==> config.mk <==
export PLATFORM = sky130hd
export DESIGN_NAME = wpt_unit
export DESIGN_NICKNAME = d
export VERILOG_FILES = /design/src/rtl/wpt_pkg.sv /design/src/rtl/wpt_cfg.sv /design/src/rtl/wpt_match.sv /design/src/rtl/wpt_unit.sv
export SDC_FILE = /design/constraint.sdc
export NUM_CORES = 1
export LEC_CHECK = 0
export ABC_AREA = 1
export BUFFER_PORTS_ARGS = -buffer_cell sky130_fd_sc_hd__buf_2
export CORE_UTILIZATION = 35
export CTS_CLUSTER_DIAMETER = 80
export DETAILED_ROUTE_END_ITERATION = 8
export HOLD_SLACK_MARGIN = 0.08
export SETUP_SLACK_MARGIN = 0.1
export SYNTH_ARGS = -nofsm -noshare
export SYNTH_HDL_FRONTEND = slang
export SYNTH_HIERARCHICAL = 1
export SYNTH_SLANG_ARGS = --single-unit
==> constraint.sdc <==
create_clock -name clk_i -period 1.1 [get_ports clk_i]
set_input_delay 0.11 -clock clk_i [delete_from_list [all_inputs] [get_ports clk_i]]
set_output_delay 0.11 -clock clk_i [all_outputs]
set_load 0.005 [all_outputs]
==> src/rtl/wpt_pkg.sv <==
package wpt_pkg;
  localparam int unsigned CFG_W    = 8;
  localparam int unsigned WR_EN_B  = 7;
  localparam int unsigned RD_EN_B  = 6;
  localparam int unsigned DQ_B     = 5;
  localparam int unsigned RSVD_B   = 4;
  localparam int unsigned NIB_W    = 4;

  typedef enum logic [1:0] {
    SEL_CTRL = 2'd0,
    SEL_ALO  = 2'd1,
    SEL_CMP  = 2'd2,
    SEL_NONE = 2'd3
  } cfg_sel_e;
endpackage

==> src/rtl/wpt_cfg.sv <==
module wpt_cfg
  import wpt_pkg::*;
(
  input  logic             clk_i,
  input  logic             rst_ni,
  input  logic             we_i,
  input  logic [1:0]       sel_i,
  input  logic [CFG_W-1:0] wdata_i,
  input  logic             protect_i,
  output logic [CFG_W-1:0] ctrl_o,
  output logic [CFG_W-1:0] alo_o,
  output logic [CFG_W-1:0] cmp_o,
  output logic [CFG_W-1:0] rdata_o
);
  logic [CFG_W-1:0] ctrl_q, alo_q, cmp_q, ctrl_d;
  cfg_sel_e sel;

  assign sel = cfg_sel_e'(sel_i);

  always_comb begin
    ctrl_d = ctrl_q;
    if (we_i && sel == SEL_CTRL) ctrl_d = wdata_i;
    ctrl_d[RSVD_B] = 1'b0;
    // lock wins over any write and wipes bits already set
    if (protect_i) begin
      ctrl_d[WR_EN_B] = 1'b0;
      ctrl_d[RD_EN_B] = 1'b0;
      ctrl_d[DQ_B]    = 1'b0;
    end
  end

  always_ff @(posedge clk_i or negedge rst_ni) begin
    if (!rst_ni) begin
      ctrl_q <= '0;
      alo_q  <= '0;
      cmp_q  <= '0;
    end else begin
      ctrl_q <= ctrl_d;
      if (we_i && sel == SEL_ALO) alo_q <= wdata_i;
      if (we_i && sel == SEL_CMP) cmp_q <= wdata_i;
    end
  end

  always_comb begin
    unique case (sel)
      SEL_CTRL: rdata_o = ctrl_q;
      SEL_ALO:  rdata_o = alo_q;
      SEL_CMP:  rdata_o = cmp_q;
      default:  rdata_o = '0;
    endcase
  end

  assign ctrl_o = ctrl_q;
  assign alo_o  = alo_q;
  assign cmp_o  = cmp_q;
endmodule

==> src/rtl/wpt_match.sv <==
module wpt_match #(
  parameter int unsigned ADDR_W = 12,
  parameter int unsigned DATA_W = 8,
  localparam int unsigned HI_W  = ADDR_W - DATA_W
) (
  input  logic              clk_i,
  input  logic              rst_ni,
  input  logic              wr_en_i,
  input  logic              rd_en_i,
  input  logic              dq_i,
  input  logic [HI_W-1:0]   hi_i,
  input  logic [DATA_W-1:0] lo_i,
  input  logic [DATA_W-1:0] cmp_i,
  input  logic [ADDR_W-1:0] mon_addr_i,
  input  logic [DATA_W-1:0] mon_data_i,
  input  logic              mon_rd_i,
  input  logic              mon_wr_i,
  output logic              brk_o
);
  logic addr_hit, data_ok, type_hit, hit, brk_q;

  assign addr_hit = (mon_addr_i == {hi_i, lo_i});
  assign data_ok  = !dq_i || (mon_data_i == cmp_i);
  assign type_hit = (mon_rd_i && rd_en_i) || (mon_wr_i && wr_en_i);
  assign hit      = addr_hit && data_ok && type_hit;

  always_ff @(posedge clk_i or negedge rst_ni) begin
    if (!rst_ni) brk_q <= 1'b0;
    else         brk_q <= hit;
  end

  assign brk_o = brk_q;
endmodule

==> src/rtl/wpt_unit.sv <==
module wpt_unit
  import wpt_pkg::*;
#(
  parameter int unsigned ADDR_W = 12,
  parameter int unsigned DATA_W = 8
) (
  input  logic              clk_i,
  input  logic              rst_ni,
  input  logic              cfg_we_i,
  input  logic [1:0]        cfg_sel_i,
  input  logic [7:0]        cfg_wdata_i,
  output logic [7:0]        cfg_rdata_o,
  input  logic              rd_protect_i,
  input  logic [ADDR_W-1:0] mon_addr_i,
  input  logic [DATA_W-1:0] mon_data_i,
  input  logic              mon_rd_i,
  input  logic              mon_wr_i,
  output logic              brk_o
);
  localparam int unsigned HI_W = ADDR_W - DATA_W;

  logic [CFG_W-1:0] ctrl_q, alo_q, cmp_q;

  wpt_cfg u_cfg (
    .clk_i     (clk_i),
    .rst_ni    (rst_ni),
    .we_i      (cfg_we_i),
    .sel_i     (cfg_sel_i),
    .wdata_i   (cfg_wdata_i),
    .protect_i (rd_protect_i),
    .ctrl_o    (ctrl_q),
    .alo_o     (alo_q),
    .cmp_o     (cmp_q),
    .rdata_o   (cfg_rdata_o)
  );

  wpt_match #(.ADDR_W(ADDR_W), .DATA_W(DATA_W)) u_match (
    .clk_i      (clk_i),
    .rst_ni     (rst_ni),
    .wr_en_i    (ctrl_q[WR_EN_B]),
    .rd_en_i    (ctrl_q[RD_EN_B]),
    .dq_i       (ctrl_q[DQ_B]),
    .hi_i       (ctrl_q[HI_W-1:0]),
    .lo_i       (alo_q[DATA_W-1:0]),
    .cmp_i      (cmp_q[DATA_W-1:0]),
    .mon_addr_i (mon_addr_i),
    .mon_data_i (mon_data_i),
    .mon_rd_i   (mon_rd_i),
    .mon_wr_i   (mon_wr_i),
    .brk_o      (brk_o)
  );
endmodule

=== Yosys cells after proc, flatten, opt, wreduce, memory -nomap -nowiden ===
Index checks and enable logic that the tools add are counted.

* Equality and inequality tests: 4
* Multiplexer cells: 3
* Reductions and logical operators: 12

{| class="wikitable"
|+ Operator list
! kind !! count
|-
| 8-bit one-hot mux with 3 select lines || 1
|-
| 12-bit == test || 1
|-
| 8-bit == test || 1
|-
| 8-bit two-way mux || 1
|-
| 1-bit logical AND || 7
|-
| 3-bit two-way mux || 1
|-
| 2-bit by 1-bit == test with 1-bit output, second input constant || 1
|-
| 2-bit == test, second input constant || 1
|-
| 2-bit logical NOT || 1
|-
| 1-bit logical OR || 2
|-
| 2-bit nonzero test || 1
|-
| 1-bit logical NOT || 1
|}

* Flip-flop bits (word level): 24
* Input bits: 36
* Output and inout port bits: 9
* Word-level logic and storage cells: 24

=== Longest topological paths before layout ===
* Depth after elaboration: 4
* Mapped depth: 8
* Depth with buffers taken out: 8

=== Hierarchy ===
The synthesis kept the hierarchy.

{| class="wikitable"
|+ Modules (own cells, without submodules)
! module !! instances !! cells an instance !! area each (µm²) !! seq. area each (µm²)
|-
| wpt_cfg || 1 || 141 || 1079.8 || 575.6
|-
| wpt_match || 1 || 106 || 440.4 || 25.0
|}

=== Worst setup path before layout ===
Ideal clock, no wire load.

* Path type: register to register
* Start point: register u_cfg.alo_q[3], in the netlist u_cfg/alo_o[3]
* End point: register u_match.brk_q, in the netlist u_match/brk_o
* Library setup time: 0.115 ns
* Arrival: 0.860 ns
* Required time: 0.985 ns
* Slack: 0.124 ns
* Cell stages (with the launch flop): 6
* Buffers on the path: 0
* Period minus slack after synthesis: 0.976 ns
* Path through: dfrtp_1 -> or2_2 -> nand3_1 -> nor2_1 -> nand2_1 -> nor2_1

* Longest elaborated chain between the ends: 3

{| class="wikitable"
|+ Ends and longest elaborated chain
! what !! line !! source
|-
| from (decl) || wpt_cfg.sv:15 || <nowiki>logic [CFG_W-1:0] ctrl_q, alo_q, cmp_q, ctrl_d;</nowiki>
|-
| from (signal assigned) || wpt_cfg.sv:39 || <nowiki>if (we_i && sel == SEL_ALO) alo_q <= wdata_i;</nowiki>
|-
| 12-bit == test || wpt_match.sv:22 || <nowiki>assign addr_hit = (mon_addr_i == {hi_i, lo_i});</nowiki>
|-
| 1-bit logical AND (2 in series) || wpt_match.sv:25 || <nowiki>assign hit = addr_hit && data_ok && type_hit;</nowiki>
|-
| named net u_match.hit || wpt_match.sv:20 || <nowiki>logic addr_hit, data_ok, type_hit, hit, brk_q;</nowiki>
|-
| to (signal assigned) || wpt_match.sv:29 || <nowiki>else brk_q <= hit;</nowiki>
|-
| to (decl) || wpt_match.sv:20 ||
|}

The timed path passes the listed nets, and every way through them passes these cells.
A chain may end at the register's enable or synchronous reset.

=== Final worst setup path ===
* Start point: register u_cfg.ctrl_q[0], in the netlist u_cfg/ctrl_o[0]
* End point: output cfg_rdata_o[0]

* Longest elaborated chain between the ends: 1

{| class="wikitable"
|+ Ends and longest elaborated chain
! what !! line !! source
|-
| from (decl) || wpt_cfg.sv:15 ||
|-
| from (signal assigned) || wpt_cfg.sv:38 || <nowiki>ctrl_q <= ctrl_d;</nowiki>
|-
| 8-bit one-hot mux with 3 select lines || wpt_cfg.sv:45 || <nowiki>unique case (sel)</nowiki>
|-
| to (decl) || wpt_unit.sv:12 || <nowiki>output logic [7:0] cfg_rdata_o,</nowiki>
|}

Every way passes these cells.

==> qor.yml <==
syn_to_final_growth_pct: 29.6
n_antenna_cell: 0
clock_skew_ps: 6.66
p_switching_uw: 739
post_drt_wl_per_cell_um: 11.1
setup_viol: 0
cts-root-buf: "clkbuf_8"
slew_viol_final: 0
slowest_delay_ps: 420
initial_core_util: 0.372
worst_setup_path_end_kind: "primary output"
fin_hold_ws_ps: 82.4
path_clk_slew_ps: 90
multi_input_area_um2: 783
critPathSlowestCell: "dfrtp_1"
internal_power_mw: 1.56
hold_class: "in -> reg"
crit_fanout: 3
track_usage: 0.189
grt_first_pass_wirelength_mm: 6.51
num_io_pins: 45
dpl.hpwl_mm: 3.02
cp-start-kind: "register"
drc_errors: 0
final_nets: 342
relSlewSlack: 0.617
drtAntennaViolNets: 0
drive_gt1_frac: 0.234
pwr-share-comb: 0.285
crit_chain: "nand2_1 > nand3_2 > buf_2"
power.density_nw_per_um2: 1170
seqCellArea_um2: 601
drt_pre_antenna_iters: 4
first_global_vias: 1498
clock_sink_count: 24
totalWireLength_mm: 3.93
leakage_nw: 1.20
fp.dieW_um: 67.7
port_buffers: 44
rows: 23
avgSynthCellArea_um2: 6.16
crit_type: "reg -> out"
setup_ws_ps: 0.788
cp.required_ps: 990
via_per_inst: 4.63
status: "finished clean"
sw_frac_of_total: 0.322
max_cap_viol_count: 0
synthesis.nets: 281
tightest_slew_ps: 574
dp_slack_ps: 6.55
antenna_found_initial: 0
drtIter0Drc: 58
fin_crit_sh: 0.999
grt-ovfl-total: 0
fin_crit_ps: 1100
fillers: 451
yosys_warnings: 6
p_clk_frac: 0.226
num_vias: 1639
die-area_um2: 4580
fmax_mhz: 910
die_h_um: 67.7
core_um2: 4060
gp_congestion: 0.774
htreeDepth: 1
clk_latency_ps: 270
hold_viol_final: 0
syn_inst: 245
peakVddDrop_v: 0.000859
netlist_area_um2: 1510
cp.arrival_ps: 990
cts_made_buffers: 3
rsz0062_at_grt: "true"
grt_max_degree: 25
power_mw: 2.30
clock_tree.buffer_depth: 2
pwr-share-seq: 0.489
cts_tree: "yes"
-- state kept, by name, indices dropped and copies added (netlist names) --
| signal | flops |
|---|---|
| u_match/brk_o | 1 |
| u_cfg/ctrl_o | 7 |
| u_cfg/alo_o | 8 |
| u_cfg/cmp_o | 8 |
-- path summary, 6_finish.rpt --
kind | from | end | slack (ps) | cells after the start
min reg2reg | u_cfg/cmp_o[7]$_DFFE_PN0P_ | u_cfg/cmp_o[7]$_DFFE_PN0P_ | 530 | 2
max in group asynchronous | rst_ni | u_cfg/cmp_o[7]$_DFFE_PN0P_ | 350 | 2
min | cfg_wdata_i[3] | u_cfg/cmp_o[3]$_DFFE_PN0P_ | 80 | 3
max reg2reg | u_cfg/alo_o[7]$_DFFE_PN0P_ | u_match/brk_o$_DFF_PN0_ | 10 | 7
max | u_cfg/ctrl_o[0]$_DFFE_PN0P_ | cfg_rdata_o[0] | 0.8 | 3
min in group asynchronous | rst_ni | u_cfg/alo_o[1]$_DFFE_PN0P_ | 370 | 2
-- per-layer routing --
layer | wire length [µm] | global-route usage | up-vias | share of wire
met3 | 202 | 0.0389 | 2 | 0.051
met2 | 1890 | 0.332 | 40 | 0.48
met4 | 13 | 0.0239 | 0 | 0.0033
li1 | - | - | 849 | -
met5 | 0 | 0 | - | 0
met1 | 1820 | 0.243 | 748 | 0.46
-- metrics by stage --
stage          std cells  instance area [µm²]  setup TNS, ps   util
2_1_floorplan        245                 1510              0      -
3_3_place_gp         340                 1810              0  0.447
3_5_place_dp         340                 1810              0  0.447
4_1_cts              351                 1930          -2.27  0.475
5_1_grt              354                 1960           -276  0.482
6_report             354                 1960              0  0.482
-- cell type report --
type / instances / area share
multi-input cells: 187 / 0.401
clock buffers: 3 / 0.0211
repair buffers: 58 / 0.178
flip-flops and latches: 24 / 0.307
inverters: 32 / 0.0614
well taps: 50 / 0.0320
-- worst max-delay path: cells and delay by family, from the launching register on --
kind / cells / cell delay (ps)
flops: 1 / 420
simple gates: 2 / 180
buf+inv: 1 / 120
-- power groups by stage --
stage	combinational [mW]	clock [mW]	sequential, mW
final	0.654	0.520	1.12
after global placement	0.569	0	1.14
after floorplan	0.364	0	1.11
after global routing	0.760	0.560	1.14
after detailed placement	0.576	0	1.15
after CTS	0.629	0.538	1.12
-- timing repair --
action	CTS	global route
setup endpoints to repair	9	9
endpoints found under the hold margin	30	0
pin swaps	9	6
hold buffers	4	0
buffers inserted	4	3
resized for setup	0	2
-- cell usage in the layout, fill, tap and decap left out, types with 3 or more instances in the layout --
| master | count |
|---|---|
| nand2_1 | 128 |
| buf_2 | 44 |
| inv_1 | 30 |
| nor2_1 | 26 |
| dfrtp_1 | 24 |
| nand3_1 | 15 |
| buf_4 | 9 |
| dlygate4sd3_1 | 4 |
| nor2_2 | 4 |
| clkbuf_8 | 3 |
| nand2_2 | 3 |
| nand4_1 | 3 |
No activity file was read; power rests on OpenSTA's default activity.
